--- config.mk ---
export PLATFORM = sky130hd
export DESIGN_NAME = spi_master_port
export DESIGN_NICKNAME = d
export VERILOG_FILES = /design/src/rtl/spi_port_pkg.sv /design/src/rtl/spi_clk_gen.sv /design/src/rtl/spi_shift_engine.sv /design/src/rtl/spi_port_regs.sv /design/src/rtl/spi_master_port.sv
export SDC_FILE = /design/constraint.sdc
export NUM_CORES = 1
export LEC_CHECK = 0
export ABC_AREA = 1
export BUFFER_PORTS_ARGS = -buffer_cell sky130_fd_sc_hd__buf_4
export CAP_MARGIN = 15
export CORE_ASPECT_RATIO = 0.6
export CORE_UTILIZATION = 45
export CTS_BUF_LIST = sky130_fd_sc_hd__clkbuf_8
export DETAILED_ROUTE_END_ITERATION = 10
export GPL_TIMING_DRIVEN = 0
export HOLD_SLACK_MARGIN = 0.02
export PLACE_DENSITY_LB_ADDON = 0.08
export SYNTH_ARGS = -nofsm -noshare
export SYNTH_HDL_FRONTEND = slang
export SYNTH_SLANG_ARGS = --single-unit
--- constraint.sdc ---
create_clock -name clk -period 2.25 [get_ports clk]
set_input_delay 0.225 -clock clk [delete_from_list [all_inputs] [get_ports clk]]
set_output_delay 0.225 -clock clk [all_outputs]
set_load 0.01 [all_outputs]
--- src/rtl/spi_port_pkg.sv ---
`timescale 1ns/1ps
package spi_port_pkg;

  localparam int BYTE_W = 8;

  localparam logic [1:0] ADDR_CFG  = 2'd0;
  localparam logic [1:0] ADDR_STAT = 2'd1;
  localparam logic [1:0] ADDR_DATA = 2'd2;

  localparam int ST_FULL = 0;
  localparam int ST_WCOL = 1;
  localparam int ST_OVF  = 2;
  localparam int ST_BUSY = 3;

  typedef enum logic [1:0] {
    RATE_DIV4  = 2'd0,
    RATE_DIV16 = 2'd1,
    RATE_DIV64 = 2'd2,
    RATE_TIMER = 2'd3
  } rate_e;

  typedef struct packed {
    logic       en;
    logic       sample_end;
    logic       tx_lead;
    logic       idle_high;
    logic [3:0] mode;
  } cfg_t;

endpackage

--- src/rtl/spi_clk_gen.sv ---
`timescale 1ns/1ps
module spi_clk_gen
  import spi_port_pkg::*;
#(
  parameter int HALF_FAST = 2,
  parameter int HALF_MID  = 8,
  parameter int HALF_SLOW = 32
) (
  input  logic  clk,
  input  logic  rst,
  input  logic  run,
  input  rate_e rate,
  input  logic  ext_tick,
  output logic  tick
);
  localparam int CNT_W = (HALF_SLOW > 2) ? $clog2(HALF_SLOW) : 1;

  logic [CNT_W-1:0] cnt;
  logic [CNT_W-1:0] limit;
  logic             at_limit;

  always_comb begin
    case (rate)
      RATE_DIV4:  limit = CNT_W'(HALF_FAST - 1);
      RATE_DIV16: limit = CNT_W'(HALF_MID - 1);
      default:    limit = CNT_W'(HALF_SLOW - 1);
    endcase
  end

  assign at_limit = (cnt == limit);
  assign tick     = run && ((rate == RATE_TIMER) ? ext_tick : at_limit);

  always_ff @(posedge clk) begin
    if (rst || !run || rate == RATE_TIMER) begin
      cnt <= '0;
    end else if (at_limit) begin
      cnt <= '0;
    end else begin
      cnt <= cnt + 1'b1;
    end
  end

endmodule

--- src/rtl/spi_shift_engine.sv ---
`timescale 1ns/1ps
module spi_shift_engine #(
  parameter int DATA_W = 8
) (
  input  logic              clk,
  input  logic              rst,
  input  logic              enable,
  input  logic              start,
  input  logic [DATA_W-1:0] load_byte,
  input  logic              tick,
  input  logic              idle_high,
  input  logic              tx_lead,
  input  logic              sample_end,
  input  logic              sdi,
  output logic              busy,
  output logic              sck,
  output logic              sdo,
  output logic              done,
  output logic [DATA_W-1:0] rx_byte
);
  localparam int             EDGES     = 2 * DATA_W;
  localparam int             PH_W      = $clog2(EDGES + 2);
  localparam logic [PH_W-1:0] LAST_EDGE = PH_W'(EDGES);

  logic [PH_W-1:0]   ph;
  logic [PH_W-1:0]   nph;
  logic [PH_W-1:0]   last_ph;
  logic [DATA_W-1:0] tx_sh;
  logic [DATA_W-1:0] rx_sh;
  logic              sck_q, sdo_q, busy_q, done_q;
  logic              do_toggle, do_sample, do_shift;

  assign nph     = ph + 1'b1;
  assign last_ph = LAST_EDGE + PH_W'(tx_lead & sample_end);

  // Edge index nph: odd = leaving idle, even = returning to idle
  assign do_toggle = (nph <= LAST_EDGE);
  assign do_sample = (nph[0] ^ tx_lead ^ sample_end) &&
                     !(tx_lead && sample_end && nph == PH_W'(1));
  assign do_shift  = (nph[0] == tx_lead) && (nph >= PH_W'(2)) && (nph < LAST_EDGE);

  always_ff @(posedge clk) begin
    if (rst) begin
      ph     <= '0;
      tx_sh  <= '0;
      rx_sh  <= '0;
      sck_q  <= 1'b0;
      sdo_q  <= 1'b0;
      busy_q <= 1'b0;
      done_q <= 1'b0;
    end else begin
      done_q <= 1'b0;
      if (!enable) begin
        busy_q <= 1'b0;
        ph     <= '0;
        sck_q  <= idle_high;
      end else if (!busy_q) begin
        sck_q <= idle_high;
        if (start) begin
          busy_q <= 1'b1;
          ph     <= '0;
          sdo_q  <= load_byte[DATA_W-1];
          tx_sh  <= {load_byte[DATA_W-2:0], 1'b0};
        end
      end else if (tick) begin
        ph <= nph;
        if (do_toggle) sck_q <= ~sck_q;
        if (do_sample) rx_sh <= {rx_sh[DATA_W-2:0], sdi};
        if (do_shift) begin
          sdo_q <= tx_sh[DATA_W-1];
          tx_sh <= {tx_sh[DATA_W-2:0], 1'b0};
        end
        if (nph == last_ph) begin
          busy_q <= 1'b0;
          done_q <= 1'b1;
        end
      end
    end
  end

  assign busy    = busy_q;
  assign sck     = sck_q;
  assign sdo     = sdo_q;
  assign done    = done_q;
  assign rx_byte = rx_sh;

endmodule

--- src/rtl/spi_port_regs.sv ---
`timescale 1ns/1ps
module spi_port_regs
  import spi_port_pkg::*;
(
  input  logic              clk,
  input  logic              rst,
  input  logic              bus_wr,
  input  logic              bus_rd,
  input  logic [1:0]        bus_addr,
  input  logic [BYTE_W-1:0] bus_wdata,
  output logic [BYTE_W-1:0] bus_rdata,
  input  logic              busy,
  input  logic              done,
  input  logic [BYTE_W-1:0] rx_byte,
  output cfg_t              cfg,
  output logic              start,
  output logic [BYTE_W-1:0] load_byte,
  output logic              full,
  output logic              wcol
);
  logic [BYTE_W-1:0] data_q;
  logic [BYTE_W-1:0] rdata_q;
  logic [BYTE_W-1:0] stat_view;
  logic              wr_data;

  assign wr_data   = bus_wr && (bus_addr == ADDR_DATA);
  assign start     = wr_data && cfg.en && !busy;
  assign load_byte = bus_wdata;

  always_comb begin
    stat_view          = '0;
    stat_view[ST_FULL] = full;
    stat_view[ST_WCOL] = wcol;
    stat_view[ST_OVF]  = 1'b0;
    stat_view[ST_BUSY] = busy;
  end

  always_ff @(posedge clk) begin
    if (rst) begin
      cfg     <= '0;
      data_q  <= '0;
      full    <= 1'b0;
      wcol    <= 1'b0;
      rdata_q <= '0;
    end else begin
      if (bus_wr && bus_addr == ADDR_CFG) cfg <= cfg_t'(bus_wdata);

      if (wr_data) begin
        if (busy) wcol <= 1'b1;
        else      data_q <= bus_wdata;
      end else if (bus_wr && bus_addr == ADDR_STAT && !bus_wdata[ST_WCOL]) begin
        wcol <= 1'b0;
      end

      if (done) begin
        data_q <= rx_byte;
        full   <= 1'b1;
      end else if (bus_rd && bus_addr == ADDR_DATA) begin
        full <= 1'b0;
      end

      if (bus_rd) begin
        case (bus_addr)
          ADDR_CFG:  rdata_q <= cfg;
          ADDR_STAT: rdata_q <= stat_view;
          ADDR_DATA: rdata_q <= data_q;
          default:   rdata_q <= '0;
        endcase
      end
    end
  end

  assign bus_rdata = rdata_q;

endmodule

--- src/rtl/spi_master_port.sv ---
`timescale 1ns/1ps
module spi_master_port
  import spi_port_pkg::*;
#(
  parameter int HALF_FAST = 2,
  parameter int HALF_MID  = 8,
  parameter int HALF_SLOW = 32
) (
  input  logic       clk,
  input  logic       rst,
  input  logic       bus_wr,
  input  logic       bus_rd,
  input  logic [1:0] bus_addr,
  input  logic [7:0] bus_wdata,
  output logic [7:0] bus_rdata,
  input  logic       tmr_tick,
  input  logic       sdi,
  output logic       sck,
  output logic       sck_oe,
  output logic       sdo,
  output logic       sdo_oe,
  output logic       xfer_done
);
  cfg_t              cfg;
  logic              start, eng_busy, eng_done, half_tick;
  logic              stat_full, stat_wcol;
  logic [BYTE_W-1:0] load_byte, rx_byte;
  logic              cfg_en, cfg_idle;

  assign cfg_en   = cfg.en;
  assign cfg_idle = cfg.idle_high;

  spi_port_regs regs_i (
    .clk       (clk),
    .rst       (rst),
    .bus_wr    (bus_wr),
    .bus_rd    (bus_rd),
    .bus_addr  (bus_addr),
    .bus_wdata (bus_wdata),
    .bus_rdata (bus_rdata),
    .busy      (eng_busy),
    .done      (eng_done),
    .rx_byte   (rx_byte),
    .cfg       (cfg),
    .start     (start),
    .load_byte (load_byte),
    .full      (stat_full),
    .wcol      (stat_wcol)
  );

  spi_clk_gen #(
    .HALF_FAST (HALF_FAST),
    .HALF_MID  (HALF_MID),
    .HALF_SLOW (HALF_SLOW)
  ) clkgen_i (
    .clk      (clk),
    .rst      (rst),
    .run      (eng_busy),
    .rate     (rate_e'(cfg.mode[1:0])),
    .ext_tick (tmr_tick),
    .tick     (half_tick)
  );

  spi_shift_engine #(
    .DATA_W (BYTE_W)
  ) engine_i (
    .clk        (clk),
    .rst        (rst),
    .enable     (cfg_en),
    .start      (start),
    .load_byte  (load_byte),
    .tick       (half_tick),
    .idle_high  (cfg.idle_high),
    .tx_lead    (cfg.tx_lead),
    .sample_end (cfg.sample_end),
    .sdi        (sdi & cfg_en),
    .busy       (eng_busy),
    .sck        (sck),
    .sdo        (sdo),
    .done       (eng_done),
    .rx_byte    (rx_byte)
  );

  assign sck_oe    = cfg_en;
  assign sdo_oe    = cfg_en;
  assign xfer_done = eng_done;

endmodule

======== Word level (Yosys, flattened, before mapping) ========
Index checks and enable logic that the tools add are counted.
operators by class
  add/sub/neg operators ................... 3
  magnitude comparators ................... 3
  equal/unequal tests ..................... 14
  muxes and demuxes ....................... 31
  bitwise gates (word level) .............. 8
  reduce and logical (&&, ||, !) cells .... 33
operators with widths
  operator                                                            count
  2-to-1 mux 8 bit                                                    7
  one-hot mux 8 bit (3 select lines)                                  1
  2-to-1 mux 1 bit                                                    19
  2-to-1 mux 5 bit                                                    3
  logical AND 1 bit                                                   13
  adder 5 x 1 -> 5 bit (second input constant)                        2
  equality test 5 bit                                                 2
  one-hot mux 5 bit (2 select lines)                                  1
  AND reduction 2 bit                                                 4
  AND reduction 4 bit                                                 2
  nonzero test 2 bit                                                  4
  inequality test 2 bit (second input constant)                       3
  inequality test 3 bit (second input constant)                       2
  adder 5 bit (first input constant)                                  1
  equality test 5 x 1 -> 1 bit (second input constant)                1
  greater-or-equal comparator 5 x 2 -> 1 bit (second input constant)  1
  <= comparator 5 bit (second input constant)                         1
  less-than comparator 5 bit (second input constant)                  1
  equality test 2 x 1 -> 1 bit (second input constant)                2
  equality test 2 bit (second input constant)                         2
  logical NOT 2 bit                                                   2
  inverter 1 bit                                                      4
  OR reduction 2 bit                                                  2
  OR reduction 4 bit                                                  1
  6 further kinds                                                     11
word-level totals
  register bits ........................... 56
  output and inout port bits .............. 13

======== Depth between registers and ports, before layout ========
Gate-level depths: netlist of run 1.
  depth in word-level cells ............... 8
  gate-level depth with buffers ........... 12
  gate-level depth less buffers ........... 11

======== Modules after synthesis ========
A second synthesis of run 1 with hierarchy kept.
second synthesis, totals
  cell total of the unflattened synthesis .. 394
  area, all modules ....................... 2,855.2 µm²
modules (own cells, without submodules)
  module            instances  cells each  area each (µm²)  seq. area each (µm²)
  spi_port_regs     1          176         1,311.3          520.5
  spi_shift_engine  1          177         1,262.5          480.5
  spi_clk_gen       1          38          266.5            100.1
  spi_master_port   1          3           15.0             0.0

======== Worst setup path after synthesis of run 1 ========
OpenSTA, ideal clock, no wires.
  path kind ............................... register to register
  start ................................... reg engine_i.ph[0]
  end ..................................... reg engine_i.sdo_q, in the netlist engine_i.sdo
  data arrival time ....................... 1.534 ns
  required time ........................... 2.135 ns
  path slack .............................. 0.601 ns
  stages on the path, launching flop included .. 11
  buffers on the path ..................... 2
  cell sequence ........................... dfxtp_1 -> buf_6 -> inv_1 -> ha_1 -> nor2_1 -> nand3b_1 -> nand2_1 -> nand2_4 -> buf_6 -> a21oi_1 -> nor2_1
on the way
  word-level cells in the longest chain between the ends .. 6
  elaborated cells between the ends (all ways) .. 8
  classes of those cells .................. add/sub (1); order compare (2); eq/ne (2); reduce/logical (3)
ends and longest elaborated chain
  item                                                                                      RTL line                text
  start: declaration                                                                        spi_shift_engine.sv:25  logic [PH_W-1:0] ph;
  start signal: assignment                                                                  spi_shift_engine.sv:66  ph <= nph;
  adder 5 x 1 -> 5 bit (*)                                                                  spi_shift_engine.sv:33  assign nph = ph + 1'b1;
  greater-or-equal comparator 5 x 2 -> 1 bit / equality test 1 bit (equally long branches)  spi_shift_engine.sv:40  assign do_shift = (nph[0] == tx_lead) && (nph >= PH_W'(2)) && (nph < LAST_EDGE);
  logical AND 1 bit                                                                         spi_shift_engine.sv:40
  logical AND 1 bit (*)                                                                     spi_shift_engine.sv:40
  inequality test 2 bit (no line) (*)                                                       --
  AND reduction 4 bit (no line) (*)                                                         --
  end signal: assignment                                                                    spi_shift_engine.sv:62  sdo_q <= load_byte[DATA_W-1];
  end signal: assignment                                                                    spi_shift_engine.sv:70  sdo_q <= tx_sh[DATA_W-1];
  end: declaration                                                                          spi_shift_engine.sv:30  logic sck_q, sdo_q, busy_q, done_q;
Every way passes the cells marked *; elsewhere a longest branch is shown, timed or not.
A chain may end at the register's enable or synchronous reset.

======== Final worst setup path of run 1 ========
  start ................................... reg engine_i.ph[0]
  end ..................................... reg engine_i.tx_sh[6]
on the way
  word-level cells in the longest chain between the ends .. 6
  elaborated cells between the ends (all ways) .. 8
  classes of those cells .................. add/sub (1); order compare (2); eq/ne (2); reduce/logical (3)
ends and longest elaborated chain
  item                                                                                      RTL line                text
  adder 5 x 1 -> 5 bit (*)                                                                  spi_shift_engine.sv:33
  greater-or-equal comparator 5 x 2 -> 1 bit / equality test 1 bit (equally long branches)  spi_shift_engine.sv:40
  logical AND 1 bit                                                                         spi_shift_engine.sv:40
  logical AND 1 bit (*)                                                                     spi_shift_engine.sv:40
  inequality test 2 bit (no line) (*)                                                       --
  AND reduction 4 bit (no line) (*)                                                         --
  end signal: assignment                                                                    spi_shift_engine.sv:63  tx_sh <= {load_byte[DATA_W-2:0], 1'b0};
  end signal: assignment                                                                    spi_shift_engine.sv:71  tx_sh <= {tx_sh[DATA_W-2:0], 1'b0};
  end: declaration                                                                          spi_shift_engine.sv:28  logic [DATA_W-1:0] tx_sh;
Marks and branches as above.

==> summary.txt, run 1 <==
Netlist cell types - 38
Crit path capture type - flip-flop
Detailed Place HPWL - 5420 microns
Num rows - 21
Worst-path cell chain - buf_6, inv_1, ha_1, nor2_1, nand3b_1, nand2_1, nand2_4, buf_6, a21oi_1, nor2_1
Delay-heaviest family, CP - simple AND/OR/NAND/NOR gates
Peak supply drop - 290 uV
Wirelength, routed - 7100 microns
Seq/Total Area, Yosys - 0.398
Residual DRC count - 0
Max-Cap Viols - 0
Slew Limit Fails - 0
Synth Flop Type - dfxtp_1
GRT Total Usage - 0.234
Worst Path Max Fanout - 10
Total power - 1.85 mW
TritonCTS buffer count - 5
Clock Sinks - 55
Worst-margin pin slew - 0.515 ns
Post-synth EDFFs - 0
Gr ovfl total - 0
Final clock skew - 0.0125 ns
Via/cell ratio - 5.18
Kind of critical path - reg2reg
CTS Root Cell - clkbuf_8
Routed Antenna Nets - 0
Synth warnings - 0
Deepest clock path buffer count - 2
Global-route wire length before repair - 11,600 microns
Gate count of the mapped netlist - 388
Initial DRC count - 228
FILL cells - 576
Hold Fails Final Rpt - 0
Clk_lat worst skew - 0.32 ns
Die area - 6470 sq um
Final min period - 1.93 ns
Initial antenna violation count - 0
TritonCTS clock tree - yes
Initial core utilization - 0.480
RD Place Congestion - 0.850
Fin cells - 503
Setup_tns - 0 ns
Fraction of registers with async set/reset - 0
H-tree levels - 2
Setup violators final - 0
Worst slew margin - 0.657
CP arrival - 2.14 ns
Multi-input gate area - 1420 sq um
Static Leak - 1.29 nW
Placed Cells - 495
Layout Utilization - 0.553
Nets - 442
Die width - 103 microns
Buf/Inv on CP - 3
#FFs+latches synth - 55
RSZ-0062 raised after global routing - false
Post-Syn Area - 2760 sq um
Clock-pin transition on the worst setup and hold timing paths - 0.11 ns
ANT cells - 0
Chip height - 62.7 microns
Post-cts sizing count - 0
First drt pass iteration count - 5
Largest net degree at the start of global routing - 19
Slowest stage delay, CP - 0.41 ns
Register area - 1100 sq um
Core box area - 5750 sq um
Most frequent cells in the layout - 87 x nand2_1, 55 x nor2_1, 55 x dfxtp_1, 32 x inv_1, 28 x buf_4
Routed length per instance - 14.1 microns
Power Dens Cells - 580 nW/um^2
Post-CTS setup buffers - 0
Share of layout cells above drive strength 1 - 0.158
Synthesized Nets - 408
Startpoint types - flip-flop
Via count - 2,607
Area delta synth->final - 15.2%
Slowest stage cell, crit path - dfxtp_1
Vias in the first global route - 2,312
Status - finished clean
Final cycle utilization of the critical path - 0.857
Hold Slack - 0.117 ns
Post-Syn Area per Cell - 7.12 sq um
Ports - 29
Port Buf Inserts - 27
Hold Path Class - in2reg
CP Data Required Time - 2.46 ns
Leading cell type in the layout, fill and taps excluded - nand2_1
Max Fclk - 518 MHz
# hold bufs at CTS - 0
==> metrics by stage <==
| step | instance area, sq um | worst slack [ns] |
|---|---|---|
| final | 3180 | 0.321 |
| after detailed placement | 3070 | 0.342 |
| after floorplan | 2760 | 0.601 |
| after CTS | 3180 | 0.330 |
| after global routing | 3180 | 0.203 |
| after global placement | 3070 | 0.408 |
==> kinds of logic (layout without fill, tap and decap cells) <==
| family | count (synthesis) | in the layout | synth area share |
|---|---|---|---|
| simple gates | 207 | 207 | 0.352 |
| compound gates | 62 | 62 | 0.120 |
| flops | 55 | 55 | 0.398 |
| buf+inv | 54 | 89 | 0.0883 |
| fa+ha+maj | 4 | 4 | 0.0181 |
| xor+xnor | 3 | 3 | 0.0122 |
| mux | 3 | 3 | 0.0109 |
==> final timing paths <==
kind,startpoint,end,slack (ns),depth (start not counted)
worst max-delay path,engine_i.ph[0],engine_i.tx_sh[6],0.32,10
worst min-delay path,rst,regs_i.bus_rdata[4],0.12,2
worst max register to register,engine_i.ph[0],engine_i.tx_sh[6],0.32,10
worst min register to register,regs_i.full,regs_i.full,0.47,2
==> layout make-up <==
class | instances | area share
timing repair buffer | 27 | 0.0637
tap | 80 | 0.0314
clock inverter | 3 | 0.0149
multi-input combinational | 279 | 0.446
inverter | 37 | 0.0436
buffer | 17 | 0.0330
clock buffer | 5 | 0.0216
sequential | 55 | 0.346
==> synthesized netlist by cell type (3+ instances only) <==
master | instances | share of area
a21oi_1 | 26 | 0.047
a31oi_1 | 13 | 0.029
buf_2 | 6 | 0.011
buf_6 | 4 | 0.016
clkbuf_1 | 6 | 0.0081
dfxtp_1 | 55 | 0.40
ha_1 | 4 | 0.018
inv_1 | 32 | 0.043
inv_2 | 3 | 0.0041
mux2i_1 | 3 | 0.011
nand2_1 | 87 | 0.12
nand2_2 | 3 | 0.0068
nand3_1 | 26 | 0.047
nand4_1 | 13 | 0.029
nor2_1 | 55 | 0.075
nor3_1 | 3 | 0.0054
o21ai_0 | 19 | 0.034
==> flip-flops by register name (all words and copies together), names as in the netlist <==
signal and count:
regs_i.bus_rdata 8, engine_i.tx_sh 7, regs_i.cfg 8, regs_i.full 1, engine_i.done 1, engine_i.sck 1, clkgen_i.cnt 5, regs_i.data_q 8
engine_i.sdo 1, engine_i.ph 5, regs_i.wcol 1, engine_i.busy 1, engine_i.rx_byte 8
==> layer usage <==
metal | global-route usage | share of wire
met5 | 0 | 0
met4 | 0.0475 | 0.0084
met3 | 0.0369 | 0.058
met2 | 0.308 | 0.38
met1 | 0.388 | 0.55
==> where the power goes <==
| group | total [mW] | switching (mW) | internal [mW] |
|---|---|---|---|
| logic | 0.143 | 0.0863 | 0.0569 |
| registers | 1.01 | 0.0163 | 0.992 |
| clock network | 0.693 | 0.355 | 0.338 |
Power figures use the tool's default switching activity.
==> inputs of run 2 (changes only) <==
- ABC_AREA: 1 -> default
==> run 2 against run 1 <==
Effect of this change:
- non-clock buffer count is 6 higher
- largest cell class unchanged
- die area decreased by 2.0%
- hold slack improved by 0.051 ns
- flip-flop and latch count unchanged
- register-to-register slack worse by 0.22 ns
- clock-buffer cell count stayed put
- critical path depth fell by 1
- utilization is 1.1 points higher
- cell count is 17% lower
- synthesized area decreased by 2.1%
==> summary.txt, run 2 <==
Port Buf Inserts - 26
TritonCTS clock tree - yes
Yosys top cell by area - dfxtp_1
Buf/Inv on CP - 3
First drt pass iteration count - 4
Delay-heaviest family, CP - compound AO/OA/AOI/OAI gates
Global-route wire length before repair - 10,600 microns
Peak supply drop - 260 uV
Die width - 102 microns
Routed Antenna Nets - 0
Seq/Total Area, Yosys - 0.407
GRT Total Usage - 0.229
Initial DRC count - 170
Cell mode on critical path - buf_6
Netlist cell types - 51
Synth Flop Type - dfxtp_1
Worst-margin pin slew - 1.04 ns
ANT cells - 0
Synthesized Nets - 321
Residual DRC count - 0
Slowest stage cell, crit path - dfxtp_1
Comb power frac - 0.078
Startpoint types - flip-flop
Synth area leaders - dfxtp_1 41%, mux2i_1 13%, nor2_1 6.5%, a21oi_1 5.2%, nand2b_1 2.3%
Via count - 2,237
Num rows - 21
Via/cell ratio - 5.33
Final cycle utilization of the critical path - 0.954
Reg2Reg Setup Slack - 0.10 ns
Net Sw Frac - 0.228
Clk_lat worst skew - 0.31 ns
Routed length per instance - 15.9 microns
Register area - 1100 sq um
Share of layout cells above drive strength 1 - 0.171
DP Area - 3000 sq um
Post-Syn Area - 2710 sq um
Synth cell count leaders - 55 x dfxtp_1, 47 x nor2_1, 34 x mux2i_1
Most frequent cells in the layout - 55 x dfxtp_1, 47 x nor2_1, 34 x mux2i_1, 33 x buf_4, 28 x a21oi_1
Core box area - 5680 sq um
Wirelength, routed - 6680 microns
Post-Syn Area per Cell - 8.99 sq um
Static Leak - 1.15 nW
Slowest stage delay, CP - 0.38 ns
Setup violators final - 0
# hold bufs at CTS - 0
Gate count of the mapped netlist - 301
Final setup margin - 0.103 ns
Leading cell type in the layout, fill and taps excluded - dfxtp_1
Initial antenna violation count - 0
Hold Fails Final Rpt - 0
Synth warnings - 0
TritonCTS buffer count - 5
Ports - 29
Sw power - 406 uW
CTS Root Cell - clkbuf_8
Max-Cap Viols - 0
Worst slew margin - 0.306
Internal - 1.37 mW
Multi-input gate area - 1530 sq um
Crit path capture type - flip-flop
Largest net degree at the start of global routing - 16
Gr ovfl total - 0
Vias in the first global route - 1,961
Final clock skew - 0.00992 ns
Sequential Power Share - 0.562
Clock Sinks - 55
RSZ-0062 raised after global routing - false
Worst-path cell chain - buf_6, clkinvlp_4, ha_4, nor2_1, a211o_1, o31ai_4, buf_6, a21oi_1, a311oi_1
Hold Slack - 0.168 ns
Synth top area share - 0.407
Pre-CTS WS - -0.0963 ns
Chip height - 62.1 microns
CP arrival - 2.36 ns
Fraction of registers with async set/reset - 0
Status - finished clean
Area delta synth->final - 18.3%
Max Fclk - 466 MHz
Deepest clock path buffer count - 2
Clk pwr share - 0.360
Clock-pin transition on the worst setup and hold timing paths - 0.09 ns
Initial core utilization - 0.477
Post-synth EDFFs - 0
Die area - 6340 sq um
FILL cells - 547
CP Data Required Time - 2.47 ns
Kind of critical path - reg2reg
Worst Path Max Fanout - 7
Count leader, synth - dfxtp_1
Power Dens Cells - 555 nW/um^2
Final min period - 2.15 ns
Cell area after layout - 3200 sq um
H-tree levels - 2
Slew Limit Fails - 0
Nets - 360
Detailed Place HPWL - 4860 microns
RD Place Congestion - 0.852
Hold Path Class - in2reg
#FFs+latches synth - 55
[run 2: path summary, 6_finish.rpt]
path,from,to,cells after the start
setup / recovery,engine_i.ph[0],engine_i.tx_sh[5],9
hold reg to reg,clkgen_i.cnt[0],clkgen_i.cnt[0],1
setup reg to reg,engine_i.ph[0],engine_i.tx_sh[5],9
hold / removal,sdi,engine_i.rx_byte[0],3
[run 2: power groups by stage]
stage	Clock, mW	Sequential, mW	Combinational, mW
after floorplan	0	1.02	0.0786
after global placement	0	1.02	0.135
after detailed placement	0	1.02	0.136
after CTS	0.649	0.999	0.137
after global routing	0.688	1.00	0.152
final	0.641	1.00	0.138
[run 2: worst min-delay path, cell delays in order]
cell,delay (ns)
buf_4,0.11
nand2_1,0.04
mux2i_1,0.05
[run 2: repair_timing]
item | CTS | global route
setup endpoints to repair | 11 | 15
buffers inserted | 5 | 1
pin swaps | 2 | 2
gates cloned | 0 | 0
resized for setup | 2 | 4
[run 2: cell families (layout without fill, tap and decap cells)]
logic type,Yosys count,after routing,synth area share
xor gates and xnor gates,6,6,0.0222
AOI/OAI and AO/OA,69,69,0.181
buffers and inverters,24,63,0.0407
adders and majority gates,4,4,0.0185
and+or+nand+nor,104,104,0.184
DFF,55,55,0.407
muxes,39,39,0.147
[run 2: through the flow]
stage               total power, mW  cells   util  TNS, ns
finish                         1.78    420  0.564        0
CTS                            1.79    419  0.558        0
global route                   1.84    420  0.564        0
floorplan                      1.10    301      -        0
detailed placement             1.16    407  0.529   -0.314
global placement               1.16    407  0.529   -0.236
[run 2: layout make-up]
cell class | instances | area share
Clock buffer | 5 | 0.0215
Multi-Input combinational cell | 222 | 0.476
Sequential cell | 55 | 0.344
Clock inverter | 2 | 0.0106
Tap cell | 80 | 0.0313
Timing Repair Buffer | 32 | 0.0789
Inverter | 6 | 0.00821
Buffer | 18 | 0.0293
[run 2: routing by layer]
metal  global-route usage  vias to the layer above  routed length (microns)
met5                    0                        -                        0
met4               0.0551                        0                       41
met3               0.0391                        4                      406
met2                0.306                       57                     2500
met1                0.370                     1027                     3720
li1                     -                     1149                        -
==> inputs of run 3 (changes only) <==
==> constraint.sdc (replaced) <==
create_clock -name clk -period 2.25 [get_ports clk]
set_input_delay 0.225 -clock clk [delete_from_list [all_inputs] [get_ports clk]]
set_output_delay 0.225 -clock clk [all_outputs]
set_load 0.1 [all_outputs]
==> run 3 against run 2 <==
Effect of this change:
- maximum frequency shrank 1.5%
- combinational power increased by 27%
- hold slack worse by 0.0037 ns
- total power is 0.42% higher
- clock-buffer cell count grew 2
- global-route usage fell by 0.44 points
- flip-flop and latch count is the same
- critical endpoint is now engine_i.tx_sh[4]
- sequential power hardly changed
- first-iteration DRC count is 14% lower
- critical path type unchanged
- largest cell class unchanged
- cell count grew 1.2%
==> summary.txt, run 3 (synthesis gave the netlist of run 2 again) <==
Status - finished clean
CTS Root Cell - clkbuf_8
Static Leak - 1.17 nW
R2R Path Start - engine_i.ph[0]
Detailed Place HPWL - 4940 microns
Area delta synth->final - 19.5%
Via/cell ratio - 5.35
Residual DRC count - 0
Worst-margin pin slew - 0.968 ns
Crit path capture type - flip-flop
Clock-pin transition on the worst setup and hold timing paths - 0.10 ns
Power Dens Cells - 552 nW/um^2
Global-route wire length before repair - 10,400 microns
Port Buf Inserts - 26
Crit path from - engine_i.ph[0]
Largest net degree at the start of global routing - 17
Final clock skew - 0.00652 ns
Die width - 102 microns
Slew Limit Fails - 0
Routed Antenna Nets - 0
TritonCTS buffer count - 5
Hold_sp - sdi
Ports - 29
Kind of critical path - reg2reg
Nets - 364
Leading cell type in the layout, fill and taps excluded - dfxtp_1
Worst Path Max Fanout - 7
Hold Fails Final Rpt - 0
Layout Utilization - 0.570
Startpoint types - flip-flop
ANT cells - 0
FILL cells - 536
Max-Cap Viols - 0
RD Place Congestion - 0.835
Final min period - 2.18 ns
Initial antenna violation count - 0
H-tree levels - 2
Most frequent cells in the layout - 52 x dfxtp_1, 47 x nor2_1, 36 x buf_4, 34 x mux2i_1, 28 x a21oi_1
Chip height - 62.1 microns
First drt pass iteration count - 4
Max Fclk - 459 MHz
Worst slew margin - 0.353
GRT Total Usage - 0.225
Routed length per instance - 15.5 microns
Final cycle utilization of the critical path - 0.968
Vias in the first global route - 1,933
CP Data Required Time - 2.47 ns
Num rows - 21
CP arrival - 2.40 ns
Hold Path Class - in2reg
Peak supply drop - 354 uV
Gr ovfl total - 0
Deepest clock path buffer count - 2
Clock Sinks - 55
Core box area - 5680 sq um
TritonCTS clock tree - yes
Clk_lat worst skew - 0.31 ns
Via count - 2,272
Wirelength, routed - 6590 microns
Die area - 6340 sq um
Initial core utilization - 0.477
Initial DRC count - 147
Setup violators final - 0
Share of layout cells above drive strength 1 - 0.194
Total power - 1.79 mW
-- run 3: timing repair --
| item | CTS | global route |
|---|---|---|
| pin swaps | 2 | 9 |
| hold buffers | 0 | 0 |
| buffers inserted | 3 | 6 |
| setup endpoints to repair | 15 | 18 |
| gates cloned | 0 | 1 |
| resized for setup | 3 | 5 |
-- run 3: power by group --
| group | internal (mW) | total [mW] | switching [mW] |
|---|---|---|---|
| Clock | 0.281 | 0.612 | 0.331 |
| Combinational | 0.0624 | 0.175 | 0.112 |
| Sequential | 0.988 | 1.00 | 0.0117 |
-- run 3: cell type report --
class / count / area, sq um / share of cell area
Sequential cell: 55 / 1100 / 0.342
Tap cell: 80 / 100 / 0.0309
Buffer: 18 / 93.8 / 0.0290
Clock buffer: 7 / 96.3 / 0.0298
Inverter: 6 / 26.3 / 0.00812
Multi-Input combinational cell: 222 / 1530 / 0.472
Timing Repair Buffer: 36 / 280 / 0.0867
Clock inverter: 1 / 7.51 / 0.00232
-- run 3: path summary, 6_finish.rpt --
path / endpoint / slack (ns) / cells after the start
max: engine_i.tx_sh[4] / 0.07 / 9
min: engine_i.rx_byte[0] / 0.16 / 3
max reg2reg: engine_i.tx_sh[4] / 0.07 / 9
min reg2reg: clkgen_i.cnt[0] / 0.49 / 1
-- run 3: per-stage QoR --
step / instance area (sq um) / setup TNS, ns / std cells / setup WS (ns) / hold WS [ns]
after global placement: 3000 / -0.215 / 407 / -0.0857 / 0.467
final: 3230 / 0 / 425 / 0.0711 / 0.164
after CTS: 3160 / 0 / 418 / 0.0146 / 0.158
after global routing: 3230 / -0.0233 / 425 / -0.0153 / 0.178
after floorplan: 2710 / 0 / 301 / 0.203 / 0.368
after detailed placement: 3000 / -0.739 / 407 / -0.168 / 0.467
-- run 3: worst max-delay path: stages, from the launching register on --
cell,delay (ns)
dfxtp_2,0.36
buf_6,0.13
clkinvlp_4,0.13
ha_4,0.30
nor2_1,0.06
a211o_1,0.35
o31ai_4,0.30
buf_4,0.18
a21oi_1,0.05
a311oi_1,0.23
-- run 3: routing by layer --
layer / global-route usage / vias to the layer above / wire, microns
met5: 0 / - / 0
met4: 0.0551 / 0 / 46
met3: 0.0503 / 5 / 424
met2: 0.281 / 45 / 2460
met1: 0.368 / 1066 / 3650
li1: - / 1156 / -
